<file path="src/rtl/pin_irq_pkg.sv">
package pin_irq_pkg;
  parameter int unsigned PIN_COUNT = 8;
  localparam int unsigned ADDR_W = 5;

  typedef logic [PIN_COUNT-1:0] pinVec_t;

  localparam logic [ADDR_W-1:0] OFF_EDGE  = 5'h00;
  localparam logic [ADDR_W-1:0] OFF_POL   = 5'h04;
  localparam logic [ADDR_W-1:0] OFF_CLR   = 5'h08;
  localparam logic [ADDR_W-1:0] OFF_EN    = 5'h0C;
  localparam logic [ADDR_W-1:0] OFF_MSTAT = 5'h10;
  localparam logic [ADDR_W-1:0] OFF_RSTAT = 5'h14;
  localparam logic [ADDR_W-1:0] OFF_DEB   = 5'h18;

  // control-to-datapath bundle
  typedef struct packed {
    pinVec_t edgeSel;
    pinVec_t polHigh;
    pinVec_t enable;
    pinVec_t debEn;
    pinVec_t clrMask;   // one-cycle strobe
  } ctlBus_t;
endpackage

</file>
<file path="src/rtl/pin_irq_regs.sv">
module pin_irq_regs
  import pin_irq_pkg::*;
(
  input  logic              clk,
  input  logic              rst_n,
  input  logic [ADDR_W-1:0] busAddr,
  input  logic              busWrEn,
  input  pinVec_t           busWrData,
  input  pinVec_t           rawPend,
  input  pinVec_t           maskPend,
  output ctlBus_t           ctl,
  output pinVec_t           busRdData
);
  pinVec_t edgeReg, polReg, enReg, debReg;

  always_ff @(posedge clk) begin
    if (!rst_n) begin
      edgeReg <= '0;
      polReg  <= '0;
      enReg   <= '0;
      debReg  <= '0;
    end else if (busWrEn) begin
      unique case (busAddr)
        OFF_EDGE: edgeReg <= busWrData;
        OFF_POL:  polReg  <= busWrData;
        OFF_EN:   enReg   <= busWrData;
        OFF_DEB:  debReg  <= busWrData;
        default:  ;
      endcase
    end
  end

  always_comb begin
    ctl.edgeSel = edgeReg;
    ctl.polHigh = polReg;
    ctl.enable  = enReg;
    ctl.debEn   = debReg;
    ctl.clrMask = (busWrEn && busAddr == OFF_CLR) ? busWrData : '0;
  end

  always_comb begin
    unique case (busAddr)
      OFF_EDGE:  busRdData = edgeReg;
      OFF_POL:   busRdData = polReg;
      OFF_EN:    busRdData = enReg;
      OFF_DEB:   busRdData = debReg;
      OFF_MSTAT: busRdData = maskPend;
      OFF_RSTAT: busRdData = rawPend;
      default:   busRdData = '0;
    endcase
  end

  // status offsets are read-only
  a_r11_status_write_ignored: assert property (@(posedge clk) disable iff (!rst_n)
    (busWrEn && (busAddr == OFF_MSTAT || busAddr == OFF_RSTAT))
      |=> ($stable(edgeReg) && $stable(polReg) && $stable(enReg) && $stable(debReg)));
endmodule

</file>
<file path="src/rtl/pin_irq_filter.sv">
module pin_irq_filter #(
  parameter int unsigned DEB_TICKS = 4
) (
  input  logic clk,
  input  logic rst_n,
  input  logic syncLvl,
  input  logic debEn,
  input  logic tick,
  output logic filtLvl
);
  localparam int unsigned CW = (DEB_TICKS > 1) ? $clog2(DEB_TICKS) : 1;
  localparam logic [CW-1:0] LAST = CW'(DEB_TICKS - 1);

  logic [CW-1:0] runCnt;

  always_ff @(posedge clk) begin
    if (!rst_n) begin
      filtLvl <= 1'b0;
      runCnt  <= '0;
    end else if (!debEn) begin
      filtLvl <= syncLvl;
      runCnt  <= '0;
    end else if (tick) begin
      if (syncLvl == filtLvl) begin
        runCnt <= '0;
      end else if (runCnt == LAST) begin
        filtLvl <= syncLvl;
        runCnt  <= '0;
      end else begin
        runCnt <= runCnt + 1'b1;
      end
    end
  end

  // a debounced level only moves on a sample tick
  a_r10_hold_between_ticks: assert property (@(posedge clk) disable iff (!rst_n)
    (debEn && !tick) |=> $stable(filtLvl));
endmodule

</file>
<file path="src/rtl/pin_irq_path.sv">
module pin_irq_path
  import pin_irq_pkg::*;
#(
  parameter int unsigned TICK_DIV    = 8,
  parameter int unsigned DEB_TICKS   = 4,
  parameter int unsigned SYNC_STAGES = 2
) (
  input  logic    clk,
  input  logic    rst_n,
  input  pinVec_t pinIn,
  input  ctlBus_t ctl,
  output pinVec_t rawPend,
  output pinVec_t maskPend,
  output logic    irqAny
);
  localparam int unsigned TW = (TICK_DIV > 1) ? $clog2(TICK_DIV) : 1;
  localparam logic [TW-1:0] TICK_LAST = TW'(TICK_DIV - 1);

  pinVec_t syncQ [SYNC_STAGES];
  pinVec_t filt, hist, edgeLatch, detect;
  logic [TW-1:0] tickCnt;
  logic tick;

  always_ff @(posedge clk) begin
    if (!rst_n) begin
      for (int k = 0; k < SYNC_STAGES; k++) syncQ[k] <= '0;
    end else begin
      syncQ[0] <= pinIn;
      for (int k = 1; k < SYNC_STAGES; k++) syncQ[k] <= syncQ[k-1];
    end
  end

  always_ff @(posedge clk) begin
    if (!rst_n)      tickCnt <= '0;
    else if (tick)   tickCnt <= '0;
    else             tickCnt <= tickCnt + 1'b1;
  end
  assign tick = (tickCnt == TICK_LAST);

  for (genvar p = 0; p < PIN_COUNT; p++) begin : g_pin
    pin_irq_filter #(.DEB_TICKS(DEB_TICKS)) u_filt (
      .clk     (clk),
      .rst_n   (rst_n),
      .syncLvl (syncQ[SYNC_STAGES-1][p]),
      .debEn   (ctl.debEn[p]),
      .tick    (tick),
      .filtLvl (filt[p])
    );
  end

  assign detect = ctl.edgeSel & ((ctl.polHigh & filt & ~hist) |
                                 (~ctl.polHigh & ~filt & hist));

  always_ff @(posedge clk) begin
    if (!rst_n) begin
      hist      <= '0;
      edgeLatch <= '0;
    end else begin
      hist      <= filt;
      edgeLatch <= ctl.edgeSel & (detect | (edgeLatch & ~ctl.clrMask));
    end
  end

  assign rawPend  = (ctl.edgeSel & edgeLatch) | (~ctl.edgeSel & ~(ctl.polHigh ^ filt));
  assign maskPend = rawPend & ctl.enable;
  assign irqAny   = |maskPend;

  // a cleared bit stays clear unless a fresh edge arrived
  a_r5_clear_takes_effect: assert property (@(posedge clk) disable iff (!rst_n)
    (|ctl.clrMask) |=> ((edgeLatch & $past(ctl.clrMask) & ~$past(detect)) == '0));
  // level-sensitive pins never hold a latched edge
  a_r9_level_latch_idle: assert property (@(posedge clk) disable iff (!rst_n)
    1'b1 |=> ((edgeLatch & ~$past(ctl.edgeSel)) == '0));
endmodule

</file>
<file path="src/rtl/pin_irq_unit.sv">
module pin_irq_unit #(
  parameter int unsigned TICK_DIV  = 8,
  parameter int unsigned DEB_TICKS = 4
) (
  input  logic       clk,
  input  logic       rst_n,
  input  logic [4:0] busAddr,
  input  logic       busWrEn,
  input  logic [7:0] busWrData,
  output logic [7:0] busRdData,
  input  logic [7:0] pinIn,
  output logic       irqOut
);
  import pin_irq_pkg::*;

  ctlBus_t ctl;
  pinVec_t rawPend, maskPend;

  pin_irq_regs u_regs (
    .clk       (clk),
    .rst_n     (rst_n),
    .busAddr   (busAddr),
    .busWrEn   (busWrEn),
    .busWrData (busWrData),
    .rawPend   (rawPend),
    .maskPend  (maskPend),
    .ctl       (ctl),
    .busRdData (busRdData)
  );

  pin_irq_path #(.TICK_DIV(TICK_DIV), .DEB_TICKS(DEB_TICKS)) u_path (
    .clk      (clk),
    .rst_n    (rst_n),
    .pinIn    (pinIn),
    .ctl      (ctl),
    .rawPend  (rawPend),
    .maskPend (maskPend),
    .irqAny   (irqOut)
  );

  // no request without some enabled pin
  a_r7_irq_needs_enable: assert property (@(posedge clk) disable iff (!rst_n)
    irqOut |-> (|ctl.enable));
endmodule

</file>
<file path="config.mk">
export PLATFORM = sky130hd
export DESIGN_NAME = pin_irq_unit
export DESIGN_NICKNAME = d
export VERILOG_FILES = /design/src/rtl/pin_irq_pkg.sv /design/src/rtl/pin_irq_regs.sv /design/src/rtl/pin_irq_filter.sv /design/src/rtl/pin_irq_path.sv /design/src/rtl/pin_irq_unit.sv
export SDC_FILE = /design/constraint.sdc
export NUM_CORES = 1
export LEC_CHECK = 0
export BUFFER_PORTS_ARGS = -buffer_cell sky130_fd_sc_hd__buf_4
export CORE_ASPECT_RATIO = 1.2
export CORE_UTILIZATION = 54
export DETAILED_ROUTE_END_ITERATION = 7
export PLACE_DENSITY = 0.76
export SYNTH_ARGS = -nofsm -noshare
export SYNTH_HDL_FRONTEND = slang
export SYNTH_HIERARCHICAL = 1
export SYNTH_SLANG_ARGS = --single-unit
</file>
<file path="constraint.sdc">
create_clock -name clk -period 1.85 [get_ports clk]
set_clock_uncertainty 0.15 [all_clocks]
set_input_delay 0.185 -clock clk [delete_from_list [all_inputs] [get_ports clk]]
set_output_delay 0.185 -clock clk [all_outputs]
set_load 0.005 [all_outputs]
</file>
* Word-level counts from Yosys, hierarchy flattened
Memories as Yosys holds them, arrays and structs flattened.
Cells that the tools add are included.
W data, S select, Z words.
** Storage, ports and cells
- Memories :: 1
- Word-level logic and storage cells :: 181
- Input bits :: 24
- Memory bits (writable) :: 16
- Register bits after elaboration :: 75
- Output and inout bits :: 9
** Memory list
- u_path.syncQ :: words 2, bits a word 8, read ports 2, clocked after Yosys merged registers in 0, write ports 2, line pin_irq_path.sv:19 : pinVec_t syncQ [SYNC_STAGES];
** Operators by class
- Multiplexer cells :: 54
- Bitwise operators :: 23
- Reduce and logical (&&, ||, !) cells :: 24
- Equality and inequality tests :: 47
- $add $sub $neg :: 9
** Operator list (number)
- $and A8 B8 Y8 :: 10
- $not A8 Y8 :: 6
- $pmux W8 S6 :: 1
- $mux W1 :: 34
- $mux W2 :: 16
- $ne A2 B1 Y1 const B :: 16
- $mux W8 :: 3
- $or A8 B8 Y8 :: 3
- $reduce_and A2 Y1 :: 12
- $reduce_and A3 Y1 :: 8
- $add A2 B1 Y2 const B :: 8
- $eq A2 B2 Y1 const B :: 8
- $ne A2 B2 Y1 const B :: 8
- $eq A5 B5 Y1 const B :: 3
- $eq A5 B4 Y1 const B :: 2
- $eq A1 B1 Y1 :: 8
- $reduce_or A8 Y1 :: 1
- $xor A8 B8 Y8 :: 1
- $eq A5 B3 Y1 const B :: 1
- $logic_not A5 Y1 :: 1
- $add A3 B1 Y3 const B :: 1
- $eq A3 B3 Y1 const B :: 1
- $or A1 B1 Y1 :: 2
- $reduce_or A2 Y1 :: 1
- 2 further kinds :: 2

* Longest topological paths before layout
Gate-level depths: netlist (run 1).
- Word-level depth :: 7
- Mapped depth :: 7
- Mapped depth without buffers :: 7

* By module
The synthesis (run 1) kept the hierarchy.
** Modules (own cells, without submodules)
- pin_irq_regs :: area an instance 1580.3 um^2, cells an instance 181, seq. area each 640.6 um^2, instances 1
- pin_irq_path :: area an instance 1544.0 um^2, cells an instance 158, seq. area each 700.7 um^2, instances 1
- pin_irq_filter :: area an instance 150.1 um^2, cells an instance 16, seq. area each 60.1 um^2, instances 8

* Worst setup path after synthesis (run 1)
No wires, ideal clock.
- Path kind :: reg-to-reg
- Start point :: register u_path.tickCnt[0]
- End point :: register u_path.g_pin[0].u_filt.runCnt[0]
- Arrival time :: 1.709 ns
- Period minus slack after synthesis :: 1.928 ns
- Cell stages (with the launch flop) :: 5
- Setup slack :: -0.078 ns
- Library setup time :: 0.070 ns
- Required time :: 1.630 ns
- Path buffers :: 0
- Cells stage by stage :: dfxtp_1 ha_1 ha_1 or4b_1 a21oi_1
** On the way
- Longest elaborated chain between the ends :: 1
** Ends and longest elaborated chain
- start: declaration :: line pin_irq_path.sv:21 : logic [TW-1:0] tickCnt;
- start signal: assignment :: line pin_irq_path.sv:36 : else tickCnt <= tickCnt + 1'b1;
- $eq A3 B3 Y1 :: line pin_irq_path.sv:38 : assign tick = (tickCnt == TICK_LAST);
- via u_path.tick :: line pin_irq_path.sv:22 : logic tick;
- end signal: assignment :: line pin_irq_filter.sv:30 : runCnt <= runCnt + 1'b1;
- end: declaration :: line pin_irq_filter.sv:14 : logic [CW-1:0] runCnt;
The timed path passes the listed nets, and every way through them passes these cells.
A chain may end at the register's enable or synchronous reset.

* Final worst setup path (run 1)
- Start point :: register u_regs.polReg[7]
- End point :: output busRdData[7]
** On the way
- Longest elaborated chain between the ends :: 6
** Ends and longest elaborated chain
- start: declaration :: line pin_irq_regs.sv:14 : pinVec_t edgeReg, polReg, enReg, debReg;
- start signal: assignment :: line pin_irq_regs.sv:25 : OFF_POL: polReg <= busWrData;
- $xor A8 B8 Y8 * :: line pin_irq_path.sv:64 : assign rawPend = (ctl.edgeSel & edgeLatch) | (~ctl.edgeSel & ~(ctl.polHigh ^ filt));
- $not A8 Y8 * :: line pin_irq_path.sv:64
- $and A8 B8 Y8 * :: line pin_irq_path.sv:64
- $or A8 B8 Y8 * :: line pin_irq_path.sv:64
- via rawPend[7] :: line pin_irq_unit.sv:17 : pinVec_t rawPend, maskPend;
- $and A8 B8 Y8 :: line pin_irq_path.sv:65 : assign maskPend = rawPend & ctl.enable;
- $pmux W8 S6 * :: line pin_irq_regs.sv:42 : unique case (busAddr)
- end: declaration :: line pin_irq_unit.sv:10 : output logic [7:0] busRdData,
The timed path passes the listed nets; every way through them passes the cells marked *.

==> impl_metrics.tcl, run 1 <==
set metrics [dict create \
    cts-root-buf "clkbuf_8" \
    pwr-share-comb_pct 8.3 \
    clkSinkCount 91 \
    placed_area_mm2 0.00497 \
    chipHeight_um 100 \
    power_density_mw_per_mm2 703 \
    cp_common_cell "buf_4" \
    finalSetupViolations 9 \
    clock_latency_ns 0.35 \
    synth_top_family_by_area "simple AND/OR/NAND/NOR gates" \
    die_area_mm2 0.00837 \
    cp-start-kind "flip-flop" \
    end_kind "output pin" \
    drc_errors 0 \
    min_period_over_period_pct 120 \
    whs_ns 0.0224 \
    final_common_cell "buf_4" \
    postRouteAntennaNets 0 \
    antenna_found_initial 0 \
    layout_common_cells "80 x buf_4, 75 x dfxtp_1, 41 x nand2_1" \
    synthCells 467 \
    yosys.cell_types.count 43 \
    layout_setup_ws_ns -0.365 \
    path_buf_inv 3 \
    synth_compound_area_share_pct 14.3 \
    seqPwrFrac_pct 50.9 \
    slew_viol_final 0 \
    crit_fanout 2 \
    io_buffers 32 \
    dp_hpwl_um 6740 \
    critPathRequiredTime_ns 1.51 \
    p_sw_share_pct 21.5 \
    cts_buffer_depth 2 \
    hp-class "primary input to flip-flop" \
    muxShareOfSynthArea_pct 6.57 \
    cp_top_family "compound AO/OA/AOI/OAI gates" \
    clockPowerShare_pct 40.8 \
    fillers 550 \
    syn_area_mm2 0.00433 \
    grt.total_usage_pct 24.1 \
    tightestPinTransition_ns 0.329 \
    fmax_mhz 451 \
    drive_gt1_share_pct 29.6 \
    slowest_delay_ns 0.34 \
    die_w_um 83.7 \
    gp_congestion 0.886 \
    routed_wirelength_um 10100 \
    clk_pin_slew_ns 0.08 \
    grt_max_degree 44 \
    ys.flop_type "dfxtp_1" \
    finalHoldViolCount 0 \
    rows 35 \
    rsz0062_at_grt "true" \
    dr_total_vias 3681 \
    synth-simple-area-share_pct 23.1 \
    synth-seq-cells 91 \
    cts_made_buffers 9 \
    synth-edff-count 0 \
    yosys.area_share.adder_pct 7.52 \
    arrival_ns 1.88 \
    synth-xor-area-share_pct 1.62 \
    h-tree-depth 3 \
    overflow 0 \
    synth-async-reset-ratio_pct 0 \
    fin_setup_tns_ns -2.77 \
    areaGrowthSynthToFinish_pct 30.0 \
    drt_iter0_drc 157 \
    status "complete, but fails checks" \
    io_pins 33 \
    min_period_ns 2.22 \
    violations "negative setup slack" \
    dr.pass1.iters 4 \
    internal_power_w 0.00310 \
    p_leak_nw 2.14 \
    crit_chain "inv_2 -> ha_4 -> o21ai_2 -> buf_4 -> mux2i_1 -> o22ai_1 -> a221o_1 -> buf_4" \
    ys_seq_area_share_pct 42.1 \
    wl_per_cell_um 15.4 \
    core_mm2 0.00771 \
    cp_slowest_cell "dfxtp_2" \
    syn_nets 517 \
    p_sw_w 0.000851 \
    tritoncts "built" \
    path_class "flip-flop to output pin" \
    grt_pass1_wl_um 16100 \
    vdd_ir_drop_max_mv 0.580 \
    max_cap_violations 0 \
    diodes 0 \
    final_cell_area_mm2 0.00562 \
    nets 610 \
    via_per_inst 5.60 \
    start_util_pct 56.1 \
    avgSynthCellArea_um2 9.26 \
    slew_headroom_pct 78.0 \
    finalPower_w 0.00395 \
    grt_pass1_vias 3543 \
    synth_warnings 6 \
]
## flip-flops by register name (all words and copies together), names as in the netlist
signal / count
u_path/g_pin.u_filt/runCnt: 16
u_path/syncQ: 16
u_path/edgeLatch: 8
u_path/g_pin.u_filt/filtLvl: 8
u_path/hist: 8
u_regs/debReg: 8
u_regs/edgeReg: 8
u_regs/enReg: 8
u_regs/polReg: 8
u_path/tickCnt: 3
## through the flow
stage | util, % | setup WS [ns] | instances
2_1_floorplan | - | 0.119 | 467
3_3_place_gp | 64.4 | 0.00947 | 620
6_report | 72.9 | -0.365 | 657
3_5_place_dp | 64.4 | -0.0318 | 620
4_1_cts | 72.0 | -0.366 | 654
5_1_grt | 72.9 | -0.454 | 657
## tightest hold or removal path, stage by stage
cell and delay (ns):
buf_4 0.09, nand2_1 0.09, o21ai_2 0.13
## cells by family after synthesis
group | after synthesis
adder cells (fa/ha/maj) | 26
multiplexers | 28
AO/OA/AOI/OAI | 96
AND/OR/NAND/NOR | 174
buffers and inverters | 44
XOR/XNOR | 8
flip-flops | 91
## worst paths after layout
path	from	to	slack, ns	cells past startpoint
worst max-delay path	u_regs/polReg[7]	busRdData[7]	-0.37	8
worst min register to register	u_path/syncQ[0][7]	u_path/syncQ[0][15]	0.29	1
worst max register to register	u_path/tickCnt[0]	u_path/g_pin[7].u_filt/runCnt[0]	0.14	5
worst min-delay path	busWrData[5]	u_regs/enReg[5]	0.02	3
## routing by layer
layer	GRT usage, %	routed length (µm)
met1	28.1	4300
met2	43.2	5160
met3	4.69	469
met4	10.6	212
met5	0	0
## power groups by stage
stage	registers (W)	logic, W	clock network, W
after floorplan	0.00205	0.000144	0
after global placement	0.00205	0.000267	0
after detailed placement	0.00206	0.000274	0
after CTS	0.00201	0.000317	0.00164
after global routing	0.00202	0.000354	0.00173
final	0.00201	0.000327	0.00161
## Yosys cell counts, drive strengths merged (3+ instances only)
| cell type | n | area share [%] |
|---|---|---|
| nand3 | 34 | 4.2 |
| a22oi | 9 | 1.6 |
| nor3 | 3 | 0.46 |
| o22ai | 14 | 2.0 |
| clkbuf | 9 | 0.84 |
| nor2 | 4 | 0.35 |
| nand2 | 41 | 3.6 |
| a21oi | 14 | 1.6 |
| inv | 26 | 2.3 |
| a21boi | 8 | 1.4 |
| ha | 26 | 7.5 |
| buf | 9 | 1.6 |
| mux2i | 28 | 6.6 |
| a221o | 8 | 1.9 |
| nor2b | 16 | 2.3 |
| nand2b | 15 | 2.3 |
| dfxtp | 91 | 42 |
| or4b | 8 | 1.9 |
| o21ai | 40 | 5.3 |
| and2 | 42 | 6.1 |
| xnor2 | 8 | 1.6 |
## final cells by class
class / instances / area (µm²) / share of cell area (%)
clock buffer: 12 / 145 / 2.58
tap: 92 / 115 / 2.05
clock inverter: 4 / 97.6 / 1.74
timing repair buffer: 100 / 847 / 15.1
sequential: 91 / 1840 / 32.8
multi-input combinational: 332 / 2480 / 44.1
inverter: 26 / 97.6 / 1.74
## repair_timing
action                                  CTS  global route
hold buffers                             15             0
hold endpoints to repair                 15             0
endpoints found under the setup margin    9            12
setup buffers                             3             2
gates resized for setup                  51             6
cloned                                    0             1
pin swaps                                31             5
Power figures use the tool's default switching activity.
==> run 2, diff against run 1 <==
Settings changed: BUFFER_PORTS_ARGS -buffer_cell sky130_fd_sc_hd__buf_4 to -buffer_cell sky130_fd_sc_hd__buf_2, GPL_TIMING_DRIVEN from default to 1.
==> impl_metrics.tcl, run 2 (synthesis gave the netlist of run 1 again) <==
set metrics [dict create \
    status "complete, but fails checks" \
    violations "negative setup slack" \
    antenna_found_initial 0 \
    vdd_ir_drop_max_mv 0.638 \
    drt_iter0_drc 187 \
    finalPower_w 0.00368 \
    r2r-start "u_path/tickCnt[0]" \
    io_pins 33 \
    fillers 596 \
    grt_max_degree 51 \
    cts_made_buffers 9 \
    max_cap_violations 0 \
    postRouteAntennaNets 0 \
    chipHeight_um 100 \
    cts-root-buf "clkbuf_8" \
    slew_headroom_pct 78.6 \
    diodes 0 \
    min_period_over_period_pct 119 \
    whs_path_depth 3 \
    hp-class "primary input to flip-flop" \
    layout_common_cells "75 x dfxtp_1, 41 x nand2_1, 40 x buf_4" \
    drive_gt1_share_pct 28.9 \
    clock_latency_ns 0.35 \
    clk_pin_slew_ns 0.08 \
    post-route-util_pct 70.2 \
    slew_viol_final 0 \
    tightestPinTransition_ns 0.319 \
    reg_top3 "u_path/g_pin.u_filt/runCnt: 16 flops, u_path/syncQ: 16 flops" \
    overflow 0 \
    grt_pass1_wl_um 16100 \
    via_per_inst 5.51 \
    p_leak_nw 2.06 \
    h-tree-depth 3 \
    critPathRequiredTime_ns 1.51 \
    tritoncts "built" \
    routed_wirelength_um 9450 \
    dp_hpwl_um 6480 \
    grt_pass1_vias 3554 \
    whs_ns 0.0157 \
    cts_buffer_depth 2 \
    end_kind "output pin" \
    whs_endpoint "u_regs/enReg[4]" \
    r2r_setup_slack_ns 0.16 \
    arrival_ns 1.87 \
    die_area_mm2 0.00837 \
    drc_errors 0 \
    fmax_mhz 454 \
    die_w_um 83.7 \
    core_mm2 0.00771 \
    nets 600 \
    hold_start "busWrData[4]" \
    final_common_cell "dfxtp_1" \
    gp_congestion 0.859 \
    path_class "flip-flop to output pin" \
    layout_setup_ws_ns -0.353 \
    dr.pass1.iters 4 \
    power_density_mw_per_mm2 680 \
    crit_fanout 3 \
    reg2reg_to "u_path/g_pin[0].u_filt/runCnt[0]" \
    clkSinkCount 91 \
    finalHoldViolCount 0 \
    io_buffers 32 \
    grt.total_usage_pct 24.0 \
    pre_cts_slack_ns -0.0279 \
    areaGrowthSynthToFinish_pct 25.1 \
    reg2regPathDepth 5 \
    wl_per_cell_um 14.6 \
    rsz0062_at_grt "true" \
    finalSetupViolations 9 \
    min_period_ns 2.20 \
    rows 35 \
    final_cell_area_mm2 0.00541 \
    placed_area_mm2 0.00485 \
    cp-start-kind "flip-flop" \
    start_util_pct 56.1 \
    dr_total_vias 3557 \
]
run 2: changes by cell type in the layout (fill, tap and decap cells not counted), sizes merged:
cell	delta
bufinv	-2
clkinvlp	-1
clkinv	+1
clkbuf	-1
dlygate4sd3	-2
buf	-7
run 2: layer usage:
metal | GRT usage [%] | wire [µm]
met3 | 4.85 | 356
met1 | 28.4 | 4130
met5 | 0 | 0
met4 | 11.1 | 227
met2 | 42.1 | 4730
run 2: metrics by stage:
stage,instances,setup TNS [ns]
after global routing,645,-3.43
after detailed placement,615,-0.0484
after CTS,644,-2.74
after floorplan,467,0
after global placement,615,0
final,645,-2.65
run 2: power breakdown:
group          switching (W)  internal [W]
combinational       0.000147      0.000149
clock               0.000651      0.000719
sequential         0.0000190       0.00199
run 2: worst max-delay path by stage:
stage | from | endpoint | slack (ns) | depth (start not counted)
2_1_floorplan | u_path/g_pin[6].u_filt/filtLvl | busRdData[6] | 0.12 | 7
3_3_place_gp | u_regs/polReg[7] | busRdData[7] | 0.02 | 8
3_5_place_dp | u_regs/polReg[3] | busRdData[3] | -0.03 | 8
4_1_cts | u_regs/polReg[6] | busRdData[6] | -0.35 | 8
5_1_grt | u_path/g_pin[7].u_filt/filtLvl | busRdData[7] | -0.43 | 8
6_report | u_regs/polReg[3] | busRdData[3] | -0.35 | 8
run 2: worst max-delay path, cell delays in order (launching register included):
cell and delay [ns]:
dfxtp_2 0.35, inv_2 0.05, ha_4 0.26, o21ai_4 0.06
and2_1 0.14, mux2i_1 0.13, o22ai_1 0.10, a221o_1 0.30
buf_2 0.14
run 2: cell type report:
cell class	count	area [µm²]	area share (%)
multi-input cells	332	2480	45.9
flip-flops and latches	91	1840	34.1
clock buffers	12	165	3.05
inverters	26	97.6	1.80
repair buffers	90	673	12.4
well taps	92	115	2.13
clock inverters	2	35.0	0.648
run 2: repair_timing:
action,4_1_cts,5_1_grt
buffers inserted,2,1
endpoints found under the hold margin,13,0
setup endpoints to repair,9,9
resized for setup,52,7
pin swaps,32,3
hold buffers,13,0
